<file path="src/rtl/crc8_pkg.sv">
package crc8_pkg;

    localparam int unsigned BYTE_W    = 8;
    localparam int unsigned TBL_DEPTH = 1 << BYTE_W;

    typedef logic [BYTE_W-1:0] byte_t;

    typedef struct packed {
        byte_t crc;
        logic  zero;
    } crc_state_t;

    // Fold a full byte of zeros through the reflected register (used to build the lookup).
    function automatic byte_t crc_fold_byte(input byte_t seed, input byte_t poly);
        byte_t c;
        c = seed;
        for (int i = 0; i < BYTE_W; i++) begin
            c = c[0] ? ((c >> 1) ^ poly) : (c >> 1);
        end
        return c;
    endfunction

endpackage

</file>
<file path="src/rtl/crc8_bit_step.sv">
module crc8_bit_step
    import crc8_pkg::*;
#(
    parameter byte_t POLY = 8'h8C
) (
    input  byte_t crc_in,
    input  logic  bit_in,
    output byte_t crc_out
);
    logic mix;

    always_comb begin
        mix     = crc_in[0] ^ bit_in;
        crc_out = (crc_in >> 1) ^ (mix ? POLY : '0);
    end
endmodule

</file>
<file path="src/rtl/crc8_byte_update.sv">
module crc8_byte_update
    import crc8_pkg::*;
#(
    parameter byte_t POLY      = 8'h8C,
    parameter bit    USE_TABLE = 1'b0
) (
    input  byte_t crc_in,
    input  byte_t data_in,
    output byte_t crc_out
);
    if (USE_TABLE) begin : g_table
        byte_t tbl [TBL_DEPTH];
        byte_t idx;

        for (genvar g = 0; g < TBL_DEPTH; g++) begin : g_entry
            assign tbl[g] = crc_fold_byte(byte_t'(g), POLY);
        end

        assign idx     = crc_in ^ data_in;
        assign crc_out = tbl[idx];
    end else begin : g_chain
        byte_t stage [BYTE_W+1];

        assign stage[0] = crc_in;

        for (genvar b = 0; b < BYTE_W; b++) begin : g_bit
            crc8_bit_step #(.POLY(POLY)) u_step (
                .crc_in (stage[b]),
                .bit_in (data_in[b]),
                .crc_out(stage[b+1])
            );
        end

        assign crc_out = stage[BYTE_W];
    end
endmodule

</file>
<file path="config.mk">
export PLATFORM = sky130hd
export DESIGN_NAME = crc8_byte_update
export DESIGN_NICKNAME = d
export VERILOG_FILES = /design/src/rtl/crc8_pkg.sv /design/src/rtl/crc8_bit_step.sv /design/src/rtl/crc8_byte_update.sv
export SDC_FILE = /design/constraint.sdc
export NUM_CORES = 1
export LEC_CHECK = 0
export ABC_AREA = 0
export BUFFER_PORTS_ARGS = -buffer_cell sky130_fd_sc_hd__buf_4
export CORE_AREA = 2 2 44 50
export DETAILED_ROUTE_END_ITERATION = 6
export DIE_AREA = 0 0 46 52
export PLACE_DENSITY = 0.75
export SLEW_MARGIN = 10
export SYNTH_ARGS = -nofsm -noshare
export SYNTH_HDL_FRONTEND = slang
export SYNTH_HIERARCHICAL = 1
export SYNTH_SLANG_ARGS = --single-unit
</file>
<file path="constraint.sdc">
create_clock -name vclk -period 2
set_input_delay 0.2 -clock vclk [all_inputs]
set_output_delay 0.2 -clock vclk [all_outputs]
set_load 0.01 [all_outputs]
</file>
=== After elaboration in Yosys (flattened, before gate mapping) ===
Cells that the tools add are included.

* Bits in registers: 0
* Latch bits: 0
* RAM bits: 0
* Memory bits (read-only): 0
* Logic and storage cells: 24
* Memories: 0

* $add $sub $neg: 0
* Multiply operators: 0
* Div/mod/pow operators: 0
* Magnitude comparators: 0
* Equal/unequal tests: 0
* Shift operators: 0
* Muxes and demuxes: 8
* Bitwise operators: 16
* Reduce and logical (&&, ||, !) cells: 0

{| class="wikitable"
|+ Operators by type and width
! kind !! number
|-
| 2-to-1 mux 8 bit || 8
|-
| bitwise XOR 7 x 8 -> 8 bit || 8
|-
| bitwise XOR 1 bit || 8
|}

=== Logic depth before layout (Yosys ltp) ===
* Depth after elaboration: 24
* Depth in mapped cells: 9

=== Hierarchy ===
Netlist, hierarchy kept.

{| class="wikitable"
|+ Modules (own cells, without submodules)
! module !! instances !! cells each !! area an instance (µm²) !! seq. area each (µm²)
|-
| crc8_bit_step || 8 || 9 || 101.3 || 0.0
|}

=== Least setup slack after synthesis ===
No wires, ideal clock.

* Path type: input-to-output
* Start: input port data_in[0]
* End: output port crc_out[2]
* Data arrival time: 2.025 ns
* Required time: 1.800 ns
* Setup slack: -0.225 ns
* Stages: 8
* Cells stage by stage: xor3_1 -> buf_4 -> buf_4 -> xor3_1 -> buf_4 -> buf_4 -> xor3_1 -> xor3_1

{| class="wikitable"
|+ RTL lines
! what !! line !! source
|-
| from (decl) || crc8_byte_update.sv:8 || <nowiki>input byte_t data_in,</nowiki>
|-
| to (decl) || crc8_byte_update.sv:9 || <nowiki>output byte_t crc_out</nowiki>
|}

==> flow_metrics.py <==
metrics = {
    "sta": {
        "fmax_mhz": 502,
        "hold_viol": 0,
        "slew_headroom": 0.852,
        "holdWs_ns": 0.689,
        "drv_slew": 0,
        "setup_viol": 0,
        "period_needed_ns": 1.99,
        "rsz0062_at_grt": "true",
        "tightest_slew_ns": 0.221,
        "period_share": 0.996,
    },
    "grt": {
        "grt_pass1_wl_um": 1170,
        "first_global_vias": 294,
        "grt_max_degree": 4,
        "grtUsageTotal": 0.0644,
        "antenna_found_initial": 0,
        "grt_overflow": 0,
    },
    "worst_setup_path": {
        "cp.arrival_ns": 1.79,
        "cpPeakStageDelay_ns": 0.41,
        "end_kind": "primary output",
        "start_kind": "input port",
        "worst-path-max-fanout": 2,
        "critical_path_required_ns": 1.80,
        "critPathMostFrequentCell": "xor3_1",
        "cp_cell_sequence": "buf_4 > xor3_1 > xor3_1 > xor3_1 > xor3_1 > buf_6",
        "worst-setup-path-type": "input port to primary output",
        "crit_slowest_cell": "xor3_1",
    },
    "cells_and_area": {
        "final_core_util": 0.380,
        "design.seq.count": 0,
        "diodes": 0,
        "final_layout_size_suffix_gt1_frac": 0.607,
        "num-nets-final": 74,
        "regArea_um2": 0,
        "design_area_um2": 728,
        "clkbuf_count": 0,
        "area_delta_synth_final_pct": -10.2,
    },
    "drt": {
        "drc": 0,
        "viasPerCell": 3.96,
        "drt_iter0_drc": 0,
        "ant_nets": 0,
        "vias": 297,
        "dr.pass1.iters": 1,
        "detail_route.wl_per_cell_um": 10.2,
        "totalWireLength_um": 765,
    },
    "yosys": {
        "syn_area_per_cell_um2": 11.3,
        "synthCells": 72,
        "yosysSeqAreaShare": 0,
        "yosysMostFrequentCell": "buf_4",
        "synthTopCellsByArea": "xor3_1 47%, buf_4 44%, xor2_1 8.6%",
        "yosysTopAreaCellShare": 0.469,
        "yosys.area.top_type": "xor3_1",
        "syn_nets": 88,
        "yosys-top-cells-count": "48 x buf_4, 16 x xor3_1, 8 x xor2_1",
        "yosys.cell_types.count": 3,
        "syn_area_um2": 811,
        "ys_warn_count": 6,
    },
    "min_path": {
        "hold_end": "crc_out[7]",
        "hold_start": "data_in[7]",
        "min_path_type": "input port to primary output",
        "hold-path-cell-count": 3,
    },
    "run_status": {
        "status": "finished clean",
    },
    "placement": {
        "place_congestion": 0.638,
        "dpl_cell_area_um2": 707,
        "portBuffers": 24,
    },
    "flow_run": {
        "maxCapViolCount": 0,
    },
    "die": {
        "rows": 17,
        "die_w_um": 46,
        "die_h_um": 52,
        "io_pins": 24,
        "core_area_um2": 1910,
        "design.die.area_um2": 2390,
        "start_util": 0.424,
    },
    "power": {
        "leakage_nw": 0.436,
        "vdd_ir_drop_max_v": 0.000838,
        "cellPowerDensity_nw_per_um2": 858,
    },
}
## stage by stage
step	TNS, ns	power (mW)	std cells	setup slack (ns)
global placement	-0.0278	0.591	74	-0.0206
global route	-0.0759	0.669	75	-0.0451
detailed placement	-0.0408	0.594	74	-0.0208
CTS	-0.00302	0.627	75	-0.00302
floorplan	-0.175	0.687	72	-0.124
finish	0	0.625	75	0.00730
## power by group
group	total (mW)	internal, mW	switching, mW
Clock	0	0	0
Combinational	0.625	0.418	0.207
Sequential	0	0	0
## cell families after synthesis
logic type	synth area share
xor+xnor	0.556
buf+inv	0.444
## metal layers
layer	routed length, um	GRT usage	up-vias
met3	34	0	0
met5	0	0	-
met2	482	0.148	10
met4	0	0	0
met1	247	0.0605	135
li1	-	-	152
## cells in the final DEF (no fill, tap or decap)
cell    netlist  layout
buf_6         0       3
xor3_1       16      14
buf_4        48      29
xor2_1        8       8
xor3_2        0       2
## critical path, delay by kind of cell
kind,cells,cell delay (ns)
XOR/XNOR,4,1.38
buffers and inverters,2,0.21
## how the worst max path moves through the flow
stage / from / to / slack, ns / depth (start not counted)
global route: data_in[2] / crc_out[2] / -0.05 / 6
detailed placement: data_in[0] / crc_out[3] / -0.02 / 6
CTS: data_in[2] / crc_out[2] / -0.003 / 6
finish: data_in[2] / crc_out[2] / 0.007 / 6
floorplan: crc_in[6] / crc_out[2] / -0.12 / 8
global placement: data_in[2] / crc_out[2] / -0.02 / 6
## layout make-up
type	instances	area, um2
Timing Repair Buffer	32	251
Tap cell	19	23.8
Fill cell	194	1190
Multi-Input combinational cell	24	453
## timing repair
| item | CTS | global route |
|---|---|---|
| gates cloned | 0 | 0 |
| endpoints found under the setup margin | 2 | 2 |
| hold buffers | 0 | 0 |
| buffers inserted | 1 | 0 |
| gates resized for setup | 4 | 1 |
Note: power is estimated with default switching activity, not from simulation.
